File: config.mk
export PLATFORM = sky130hd
export DESIGN_NAME = qsd_phase_gen
export DESIGN_NICKNAME = d
export VERILOG_FILES = /design/src/rtl/qsd_phase_pkg.sv /design/src/rtl/qsd_johnson_core.sv /design/src/rtl/qsd_phase_decode.sv /design/src/rtl/qsd_pol_xor.sv /design/src/rtl/qsd_phase_gen.sv
export SDC_FILE = /design/constraint.sdc
export NUM_CORES = 1
export LEC_CHECK = 0
export BUFFER_PORTS_ARGS = -buffer_cell sky130_fd_sc_hd__buf_4
export CAP_MARGIN = 10
export CELL_PAD_IN_SITES_DETAIL_PLACEMENT = 1
export CELL_PAD_IN_SITES_GLOBAL_PLACEMENT = 2
export CORE_AREA = 2 2 39 41
export DETAILED_ROUTE_END_ITERATION = 16
export DIE_AREA = 0 0 41 43
export PLACE_DENSITY_LB_ADDON = 0.1
export REMOVE_ABC_BUFFERS = 1
export SETUP_SLACK_MARGIN = 0.2
export SYNTH_ARGS = -nofsm -noshare
export SYNTH_HDL_FRONTEND = slang
export SYNTH_SLANG_ARGS = --single-unit
File: constraint.sdc
create_clock -name ref_clk -period 1.4 [get_ports ref_clk]
set_clock_uncertainty 0.05 [all_clocks]
set_input_delay 0 -clock ref_clk [delete_from_list [all_inputs] [get_ports ref_clk]]
set_output_delay 0 -clock ref_clk [all_outputs]
set_load 0.005 [all_outputs]
File: src/rtl/qsd_phase_pkg.sv
`timescale 1ns/1ps
package qsd_phase_pkg;

  localparam int NUM_PH = 4;
  localparam int POL_W  = NUM_PH + 2;

  localparam logic MODE_DIV4 = 1'b0;
  localparam logic MODE_DIV2 = 1'b1;

  typedef struct packed {
    logic lag;
    logic lead;
  } qstate_t;

  // Phase k uses the reflected-binary code of k: bit 0 drives lead, bit 1 drives lag.
  function automatic qstate_t phase_code(input int k);
    int g;
    qstate_t c;
    g      = k ^ (k >> 1);
    c.lead = g[0];
    c.lag  = g[1];
    return c;
  endfunction

endpackage

File: src/rtl/qsd_johnson_core.sv
`timescale 1ns/1ps
module qsd_johnson_core
  import qsd_phase_pkg::*;
(
  input  logic ref_clk,
  input  logic srst,
  input  logic div2_mode,
  output logic lead_o,
  output logic lag_o
);

  logic mode_q;
  logic lead_q;
  logic lag_rise_q;
  logic lag_fall_q;
  logic lag_sel;
  logic mode_flip;

  // The lagging bit is held by one of two flops chosen by the settled mode.
  assign lag_sel   = (mode_q == MODE_DIV2) ? lag_fall_q : lag_rise_q;
  assign mode_flip = (div2_mode != mode_q);

  always_ff @(posedge ref_clk) begin
    if (srst) begin
      lead_q     <= 1'b0;
      lag_rise_q <= 1'b0;
      mode_q     <= div2_mode;
    end else if (mode_flip) begin
      lead_q     <= 1'b0;
      lag_rise_q <= 1'b0;
      mode_q     <= div2_mode;
    end else begin
      lead_q     <= ~lag_sel;
      lag_rise_q <= (mode_q == MODE_DIV4) ? lead_q : 1'b0;
    end
  end

  // Falling-edge half of the dual-edge divider; parked at zero in divide-by-4.
  always_ff @(negedge ref_clk) begin
    if (srst || (mode_q == MODE_DIV4)) begin
      lag_fall_q <= 1'b0;
    end else begin
      lag_fall_q <= lead_q;
    end
  end

  assign lead_o = lead_q;
  assign lag_o  = lag_sel;

endmodule

File: src/rtl/qsd_phase_decode.sv
`timescale 1ns/1ps
module qsd_phase_decode
  import qsd_phase_pkg::*;
#(
  parameter int PHASES = NUM_PH
) (
  input  logic              lead_i,
  input  logic              lag_i,
  output logic [PHASES-1:0] en_o
);

  for (genvar k = 0; k < PHASES; k++) begin : g_ph
    localparam qstate_t CODE = phase_code(k);
    assign en_o[k] = (lead_i == CODE.lead) && (lag_i == CODE.lag);
  end

endmodule

File: src/rtl/qsd_pol_xor.sv
`timescale 1ns/1ps
module qsd_pol_xor #(
  parameter int W = 6
) (
  input  logic [W-1:0] d_i,
  input  logic [W-1:0] inv_i,
  output logic [W-1:0] d_o
);

  // One XOR per line, whether inverted or not, so every output has equal depth.
  for (genvar b = 0; b < W; b++) begin : g_bit
    assign d_o[b] = d_i[b] ^ inv_i[b];
  end

endmodule

File: src/rtl/qsd_phase_gen.sv
`timescale 1ns/1ps
module qsd_phase_gen
  import qsd_phase_pkg::*;
(
  input  logic              ref_clk,
  input  logic              srst,
  input  logic              div2_mode,
  input  logic [POL_W-1:0]  pol,
  output logic              i_o,
  output logic              q_o,
  output logic [NUM_PH-1:0] ph_en_o
);

  logic              lead;
  logic              lag;
  logic [NUM_PH-1:0] en_raw;
  logic [POL_W-1:0]  out_raw;
  logic [POL_W-1:0]  out_pol;

  qsd_johnson_core u_core (
    .ref_clk   (ref_clk),
    .srst      (srst),
    .div2_mode (div2_mode),
    .lead_o    (lead),
    .lag_o     (lag)
  );

  qsd_phase_decode #(.PHASES(NUM_PH)) u_dec (
    .lead_i (lead),
    .lag_i  (lag),
    .en_o   (en_raw)
  );

  assign out_raw = {en_raw, lag, lead};

  qsd_pol_xor #(.W(POL_W)) u_pol (
    .d_i   (out_raw),
    .inv_i (pol),
    .d_o   (out_pol)
  );

  assign i_o     = out_pol[0];
  assign q_o     = out_pol[1];
  assign ph_en_o = out_pol[POL_W-1:2];

endmodule

==> reports/results.ini, run 1 <==
[status]
outcome=finished, violations left
violations=setup timing

[cts]
clkLatencyLatePin_ns=0.29
cts_root_buffer=clkbuf_4
htree_levels=1
cts_num_sinks=4
cts_tree=done
clkTransAtPathRegs_ns=0.03
cts_made_buffers=3
cts_buffer_depth=2

[pwr]
p_int_w=0.000321
ir_drop_v=0.000415
power.density_mw_per_mm2=834
p_sw_w=0.000106
p_clk_share_pct=39.4
comb_power_share_pct=30.3
p_leak_nw=0.250
seq_power_share_pct=30.4
switching_share_pct=24.8
power.total_w=0.000427

[routing]
drt_iter0_drc=0
wl_per_cell_um=10.7
drc=0
via_per_inst=4.06
drtPass1Iterations=1
antenna_left=0
via_count=276
wl_um=729

[critical_path]
startpoint_type=flip-flop
arrival_ns=1.93
path_buf_inv=1
cp_top_family=flip-flops
crit_cells=4
end_kind=primary output
path_cells=mux2_4, nor2_2, xor2_1, buf_4
critPathKind=reg2out
cp_max_fo=3
critPathMaxStageDelay_ns=0.32
r2r_slack_ns=-0.14
rr_startpoint=u_core.mode_q
reg2reg_depth=2
cp_slowest_cell=dfxtp_2
timing.rr.end=u_core.lag_fall_q
required_ns=1.35

[layout]
drive_gt1_share_pct=65.4
diodes=0
syn2layout_area_growth_pct=116
fin_nets=62
finalInstanceArea_um2=512

[die]
dieArea_mm2=0.00176
initial_core_util_pct=17.1
die_x_um=41
core_mm2=0.00138
io_pins=15
core.rowCount=14
die_y_um=43

[timing]
rsz0062_at_grt=yes
drv_slew=0
setup_viol=7
slew_headroom_pct=90.7
layout_setup_ws_ns=-0.577
tightest_slew_ns=0.136
hold_viol=0

[logic_synthesis]
ys_types=15
synth_cells=24
synth.avg_cell_area_um2=9.85
seq_area_frac_synth_pct=38.1
ys_warn_count=0
synth.cell_area_um2=236
ys_ff_latch=4

[grt]
grt_pass1_vias=292
grt_pass1_wl_um=1200
overflow=0
antenna_found_initial=0
grtUsageTotal_pct=10.5
grt_max_degree=7

[placement]
gp_congestion=0.714
dpl-instance-area_um2=384
io_buffers=14
dpl_worst_slack_ns=-0.306

[job]
maxCapViolCount=0

[min_path]
hold_depth=3
hold_end=ph_en_o[3]
hold_path.class=in2out
hold_start=pol[5]

cell usage after synthesis:
| cell type | number | area [µm²] |
|---|---|---|
| a21o_1 | 1 | 7.51 |
| and3b_2 | 1 | 10.0 |
| dfxtp_1 | 3 | 60.1 |
| edfxtp_1 | 1 | 30.0 |
| inv_1 | 1 | 3.75 |
| mux2_4 | 1 | 15.0 |
| mux2i_1 | 1 | 10.0 |
| nand2_1 | 3 | 11.3 |
| nor2_1 | 2 | 7.51 |
| nor2_2 | 1 | 6.26 |
| nor3b_1 | 1 | 7.51 |
| o22a_1 | 1 | 8.76 |
| or2_1 | 1 | 6.26 |
| xnor2_1 | 3 | 26.3 |
| xor2_1 | 3 | 26.3 |
worst max-delay path by stage:
stage	from	endpoint	slack [ns]
2_1_floorplan	u_core.lag_fall_q	ph_en_o[0]	-0.16
3_3_place_gp	u_core.lag_fall_q	ph_en_o[3]	-0.31
3_5_place_dp	u_core.lag_fall_q	ph_en_o[3]	-0.31
4_1_cts	u_core.lag_fall_q	ph_en_o[1]	-0.60
5_1_grt	u_core.lag_fall_q	q_o	-0.68
6_report	u_core.lag_fall_q	ph_en_o[0]	-0.58
kinds of logic (layout without fill, tap and decap cells):
kind of cell / count (synthesis) / in the layout / share of synthesized area [%]
xor+xnor: 6 / 6 / 22.2
flops: 4 / 4 / 38.1
simple gates: 9 / 9 / 20.6
buf+inv: 1 / 29 / 1.59
compound gates: 2 / 2 / 6.88
mux: 2 / 2 / 10.6
power groups by stage:
stage | clock [W] | sequential [W] | combinational [W]
final | 0.000168 | 0.000130 | 0.000129
after global routing | 0.000194 | 0.000130 | 0.000140
after CTS | 0.000176 | 0.000129 | 0.000114
after detailed placement | 0.00000894 | 0.000131 | 0.0000989
after global placement | 0.00000894 | 0.000131 | 0.0000956
after floorplan | 0.00000894 | 0.000134 | 0.0000340
layer usage:
layer  track usage [%]  share of wire [%]  vias to the layer above
met4              10.0                1.4                        0
met5                 0                  0                        -
met2              16.6                 56                       12
li1                  -                  -                      134
met3              1.57                 10                        2
met1              10.9                 33                      128
flip-flops by register name, indices dropped and copies added (netlist names):
| name | flops |
|---|---|
| u_core.mode_q | 1 |
| u_core.lag_rise_q | 1 |
| u_core.lead_o | 1 |
| u_core.lag_fall_q | 1 |
per-stage QoR:
stage	instances	setup TNS (ns)	hold slack [ns]	utilization, %
after floorplan	24	-0.651	0.00140	-
after global placement	57	-1.31	0.139	27.8
after detailed placement	57	-1.36	0.146	27.8
after CTS	65	-2.97	0.211	33.7
after global routing	68	-3.57	0.224	37.0
final	68	-3.01	0.210	37.0
worst reg2reg max path, cell delays in order, from the launching register on:
cell and delay, ns:
edfxtp_1 0.39, buf_4 0.15, and3b_2 0.18
cell usage in the layout (no fill, tap or decap), types with 2 or more instances in the layout:
cell type	count
xnor2_2	2
xor2_1	3
dlygate4sd3_1	3
buf_6	2
clkbuf_4	3
dfxtp_1	2
nand2_1	2
nor2_2	2
buf_4	19
area by class of cell:
type,instances,area (µm²)
flip-flops and latches,4,91.3
clock buffers,4,26.3
clock inverters,1,3.75
fillers,167,872
well taps,16,20.0
multi-input cells,19,175
repair buffers,24,195
repair_timing:
action / CTS / global route
endpoints found under the hold margin: 3 / 0
setup endpoints to repair: 8 / 8
hold buffers: 3 / 0
buffers inserted: 1 / 3
resized for setup: 4 / 6
pin swaps: 2 / 6
Note: power is estimated with default switching activity, not from simulation.
==> inputs of run 2 (changes only) <==
CORE_AREA = not set   (was 2 2 39 41)
CORE_MARGIN = 2   (was not set)
CORE_UTILIZATION = 17   (was not set)
DIE_AREA = not set   (was 0 0 41 43)
clock period = 1.75 ns   (was 1.4 ns; I/O delays follow)
==> reports/results.ini, run 2 (synthesized netlist as in run 1, its figures left out) <==
[status]
outcome=finished, violations left
violations=setup timing

[cts]
cts_buffer_depth=2  ; unchanged
htree_levels=1  ; unchanged
cts_root_buffer=clkbuf_4
clkLatencyLatePin_ns=0.28  ; about the same
cts_num_sinks=4  ; unchanged
cts_made_buffers=3  ; unchanged
cts_setup_buffers=0  ; -1
clkTransAtPathRegs_ns=0.03  ; about the same
cts_tree=done

[grt]
antenna_found_initial=0  ; unchanged
grt_max_degree=7  ; unchanged
grtUsageTotal_pct=9.99  ; -0.54 points
grt_pass1_wl_um=979  ; -18%
overflow=0  ; unchanged
grt_pass1_vias=253  ; -13%

[critical_path]
cp_top_family=flip-flops
cp_max_fo=3  ; unchanged
cp_slowest_cell=dfxtp_2
critPathMaxStageDelay_ns=0.33  ; about the same
arrival_ns=2.12  ; +0.19 ns
path_cells=mux2_4, nor2_4, xor2_1, buf_4
required_ns=1.70  ; +0.35 ns
path_buf_inv=1  ; unchanged
critPathKind=reg2out
end_kind=primary output
startpoint_type=flip-flop

[pwr]
power.total_w=0.000325  ; -24%
p_clk_share_pct=40.6  ; +1.2 points
seq_power_share_pct=32.0  ; +1.6 points
p_int_w=0.000247  ; -23%
ir_drop_v=0.000333  ; -20%
p_sw_w=0.0000778  ; -26%
switching_share_pct=23.9  ; -0.82 points
comb_power_share_pct=27.5  ; -2.8 points
p_leak_nw=0.221  ; -12%
power.density_mw_per_mm2=692  ; -17%

[layout]
final_cells=63  ; -7.4%
diodes=0  ; unchanged
layout_commonest_cell=buf_4
drive_gt1_share_pct=54.2  ; -11 points
syn2layout_area_growth_pct=98.4
fin_nets=58  ; -6.5%
finalInstanceArea_um2=469  ; -8.3%
final.fill_count=163  ; -2.4%
layout_common_cells=16 x buf_4, 3 x xor2_1, 3 x nand2_1, 3 x clkbuf_4, 3 x dlygate4sd3_1

[routing]
top_layer_used=met4
via_count=257  ; -6.9%
drt_iter0_drc=1  ; +1
wl_met2_um=368  ; -9.1%
wl_per_cell_um=10.3  ; -3.6%
via_per_inst=4.08  ; +0.51%
wl_met1_um=217  ; -8.4%
antenna_left=0  ; unchanged
drc=0  ; unchanged
wl_um=651  ; -11%
wl_met3_um=57  ; -24%
drtPass1Iterations=2  ; +1

[timing]
rsz0062_at_grt=yes
layout_setup_ws_ns=-0.419  ; +0.157 ns
hold_viol=0  ; unchanged
setup_viol=5  ; -2
holdWs_ns=0.208  ; -0.00210 ns
tightest_slew_ns=0.176  ; +0.0401 ns
drv_slew=0  ; unchanged
slew_headroom_pct=88.0  ; -2.7 points

[die]
dieArea_mm2=0.00171  ; -3.3%
io_pins=15  ; unchanged
die_x_um=41.3  ; +0.72%
core_mm2=0.00130  ; -6.0%
die_y_um=41.3  ; -4.0%
initial_core_util_pct=18.2  ; +1.1 points
core.rowCount=13  ; -1

[placement]
dpl.hpwl_um=522
gp_congestion=0.747  ; +4.6%
dp_cells=56  ; -1.8%
dpl_worst_slack_ns=-0.140  ; +0.166 ns
dpl-instance-area_um2=383  ; -0.33%
io_buffers=14  ; unchanged

[job]
maxCapViolCount=0  ; unchanged

[min_path]
hold_path.class=in2out

[run 2: per-layer routing]
layer  vias up  track usage (%)
met3         2             3.19
met5         -                0
li1        127                -
met4         0             12.1
met1       117             8.09
met2        11             17.2
[run 2: repair_timing]
item / 4_1_cts / 5_1_grt
endpoints found under the setup margin: 7 / 7
pin swaps: 1 / 0
hold buffers: 3 / 0
hold endpoints to repair: 3 / 0
gates cloned: 0 / 0
resized for setup: 3 / 3
[run 2: area by class of cell]
type / instances / area [µm²] / share of cell area [%]
clock inverters: 1 / 3.75 / 0.800
repair buffers: 20 / 161 / 34.4
flip-flops and latches: 4 / 91.3 / 19.5
clock buffers: 4 / 26.3 / 5.60
well taps: 15 / 18.8 / 4.00
multi-input cells: 19 / 168 / 35.7
[run 2: path summary, 6_finish.rpt]
check | startpoint | to | slack, ns | cells past startpoint
setup / recovery | u_core.lag_fall_q | ph_en_o[0] | -0.42 | 4
hold / removal | pol[0] | i_o | 0.21 | 3
setup reg to reg | u_core.lag_fall_q | u_core.lead_o | 0.15 | 2
hold reg to reg | u_core.lead_o | u_core.lag_rise_q | 0.59 | 2
[run 2: power by group through the flow]
stage,combinational [W],clock [W],sequential [W]
floorplan,0.0000272,0.00000715,0.000107
CTS,0.0000865,0.000139,0.000104
global placement,0.0000765,0.00000715,0.000104
detailed placement,0.0000787,0.00000715,0.000105
finish,0.0000892,0.000132,0.000104
global route,0.0000987,0.000158,0.000104
[run 2: metrics by stage]
step | util [%] | TNS (ns)
6_report | 36.1 | -1.71
5_1_grt | 36.1 | -2.27
4_1_cts | 34.7 | -1.90
3_5_place_dp | 29.4 | -0.549
3_3_place_gp | 29.4 | -0.469
2_1_floorplan | - | 0
[run 2: worst min-delay path, stage by stage]
cell,delay (ns)
buf_4,0.08
xor2_1,0.05
buf_4,0.13
==> inputs of run 3 (changes only) <==
ABC_AREA = 1   (was not set)
CORE_UTILIZATION = 18   (was 17)
==> reports/results.ini, run 3 <==
[layout]
drive_gt1_share_pct=54.2  ; unchanged
fin_nets=82  ; +41%
multi_input_area_um2=199  ; +19%
seqCellArea_um2=91.3  ; unchanged
layout_commonest_cell=buf_4
final.fill_count=212  ; +30%
syn2layout_area_growth_pct=76.0
diodes=0  ; unchanged
layout_common_cells=15 x buf_4, 10 x nand2_1, 9 x inv_1

[routing]
drtPass1Iterations=2  ; unchanged
via_count=371  ; +44%
wl_per_cell_um=9.83  ; -4.9%
via_per_inst=4.17  ; +2.2%
drc=0  ; unchanged
antenna_left=0  ; unchanged
drt_iter0_drc=6  ; +5
wl_um=875  ; +34%

[die]
core.rowCount=15  ; +2
die_y_um=45.7  ; +11%
die_x_um=45.7  ; +11%
initial_core_util_pct=18.7  ; +0.55 points
core_mm2=0.00167  ; +28%
io_pins=15  ; unchanged
dieArea_mm2=0.00209  ; +22%

[logic_synthesis]
synthTopCellsByCount=14 x nand2_1, 10 x inv_1, 7 x nand3_1
seq_area_frac_synth_pct=28.8  ; -9.3 points
synthArstFlopShare_pct=0  ; unchanged
ys_types=14  ; -1
yosysMostFrequentCell=nand2_1
synth_top_area_share_pct=19.2  ; -6.2 points
synth_edf_count=1  ; unchanged
synth.area.top_cells=dfxtp_1 19%, nand2_1 17%, inv_1 12%
synth_cells=49  ; +100%
synth.avg_cell_area_um2=6.38  ; -35%
ys_warn_count=0  ; unchanged
synthFlopType=dfxtp_1
synth_top_area_cell=dfxtp_1
ys_ff_latch=4  ; unchanged
synth.cell_area_um2=313  ; +32%

[pwr]
comb_power_share_pct=31.6  ; +4.1 points
p_clk_share_pct=38.5  ; -2.1 points
p_leak_nw=0.314  ; +42%
seq_power_share_pct=29.9  ; -2.1 points
p_int_w=0.000252  ; +1.9%
power.total_w=0.000351  ; +8.0%
p_sw_w=0.0000989  ; +27%
power.density_mw_per_mm2=637  ; -8.0%
switching_share_pct=28.2  ; +4.3 points
ir_drop_v=0.000523  ; +57%

[critical_path]
path_cells=nand2_4, nand2_4, nand3_2, nand2_1, buf_4
reg2reg_depth=5  ; +3
critPathKind=reg2out
arrival_ns=1.92  ; -0.20 ns
startpoint_type=flip-flop
required_ns=1.70  ; about the same
rr_startpoint=u_core.lag_fall_q
r2r_slack_ns=-0.11  ; -0.26 ns
end_kind=primary output
timing.rr.end=u_core.lead_o
critPathMaxStageDelay_ns=0.34  ; about the same
cp_max_fo=6  ; +3
path_common_cell=nand2_4
cp_slowest_cell=dfxtp_2

[placement]
dpl_worst_slack_ns=0.0274  ; +0.167 ns
dpl.hpwl_um=681  ; +31%
gp_congestion=0.643  ; -14%
io_buffers=14  ; unchanged

[grt]
grt_pass1_wl_um=1500  ; +53%
grt_pass1_vias=355  ; +40%
overflow=0  ; unchanged
grt_max_degree=7  ; unchanged
grtUsageTotal_pct=10.9  ; +0.89 points
antenna_found_initial=0  ; unchanged

[cts]
clkLatencyLatePin_ns=0.29  ; about the same
cts_root_buffer=clkbuf_4
cts_num_sinks=4  ; unchanged
cts_buffer_depth=2  ; unchanged
cts_tree=done
cts_made_buffers=3  ; unchanged
clkTransAtPathRegs_ns=0.04  ; about the same
htree_levels=1  ; unchanged

[timing]
drv_slew=0  ; unchanged
tightest_slew_ns=0.138  ; -0.0378 ns
layout_setup_ws_ns=-0.220  ; +0.200 ns
hold_viol=0  ; unchanged
slew_headroom_pct=90.7  ; +2.7 points
setup_viol=6  ; +1
rsz0062_at_grt=yes
setup_tns_ns=-1.13  ; +0.575 ns

[status]
outcome=finished, violations left
violations=setup timing

[min_path]
hold_end=u_core.lead_o
hold_depth=4  ; +1
hold_path.class=in2reg
hold_start=srst

[job]
maxCapViolCount=0  ; unchanged

## run 3: kinds of logic (layout without fill, tap and decap cells)
group         after synthesis  in the layout  share of synthesized area [%]
flops                       4              4                           28.8
xor+xnor                    1              1                           2.80
simple gates               31             31                           50.4
buf+inv                    13             36                           18.0
## run 3: power by group through the flow
stage	registers (W)	logic (W)	clock network [W]
floorplan	0.000109	0.0000381	0.00000715
global placement	0.000105	0.0000927	0.00000715
detailed placement	0.000106	0.0000919	0.00000715
CTS	0.000105	0.000102	0.000141
global route	0.000105	0.000125	0.000153
finish	0.000105	0.000111	0.000135
## run 3: worst max-delay path by stage
stage	start	end	slack, ns	cells past startpoint
final	u_core.lag_fall_q	ph_en_o[2]	-0.22	5
after global routing	u_core.lag_fall_q	ph_en_o[2]	-0.28	5
after CTS	u_core.lag_fall_q	ph_en_o[2]	-0.22	6
after detailed placement	u_core.lag_fall_q	ph_en_o[2]	0.03	5
after global placement	u_core.lag_fall_q	ph_en_o[2]	0.03	5
after floorplan	u_core.mode_q	u_core.lag_fall_q	0.11	2
## run 3: layer usage
| layer | vias to the layer above | track usage (%) | wire, µm |
|---|---|---|---|
| li1 | 194 | - | - |
| met1 | 161 | 11.9 | 366 |
| met2 | 12 | 16.9 | 443 |
| met3 | 4 | 2.38 | 30 |
| met4 | 0 | 10.6 | 35 |
| met5 | - | 0 | 0 |
## run 3: stage by stage
step           utilization [%]  hold WS (ns)  cells  cell area (µm²)
6_report                  33.0       0.00256     89              551
5_1_grt                   33.0        0.0208     89              551
4_1_cts                   30.7      0.000333     88              513
3_5_place_dp              26.5         0.158     81              443
3_3_place_gp              26.5         0.157     81              443
2_1_floorplan                -       0.00140     48              302
## run 3: layout make-up
type | instances | share of cell area, %
multi-input combinational | 32 | 36.1
timing repair buffer | 20 | 30.5
sequential | 4 | 16.6
inverter | 11 | 7.50
clock buffer | 4 | 4.77
tap | 17 | 3.86
clock inverter | 1 | 0.682
## run 3: worst max-delay path, delay by kind of cell, from the launching register on
kind / cells / cell delay, ns
buf+inv: 1 / 0.10
flops: 1 / 0.34
simple gates: 4 / 0.31
## run 3: timing repair
| action | in CTS | in global routing |
|---|---|---|
| pin swaps | 7 | 7 |
| resized for setup | 5 | 10 |
| buffers inserted | 2 | 1 |
| endpoints found under the setup margin | 7 | 6 |
| hold buffers | 1 | 0 |
| hold endpoints to repair | 2 | 0 |
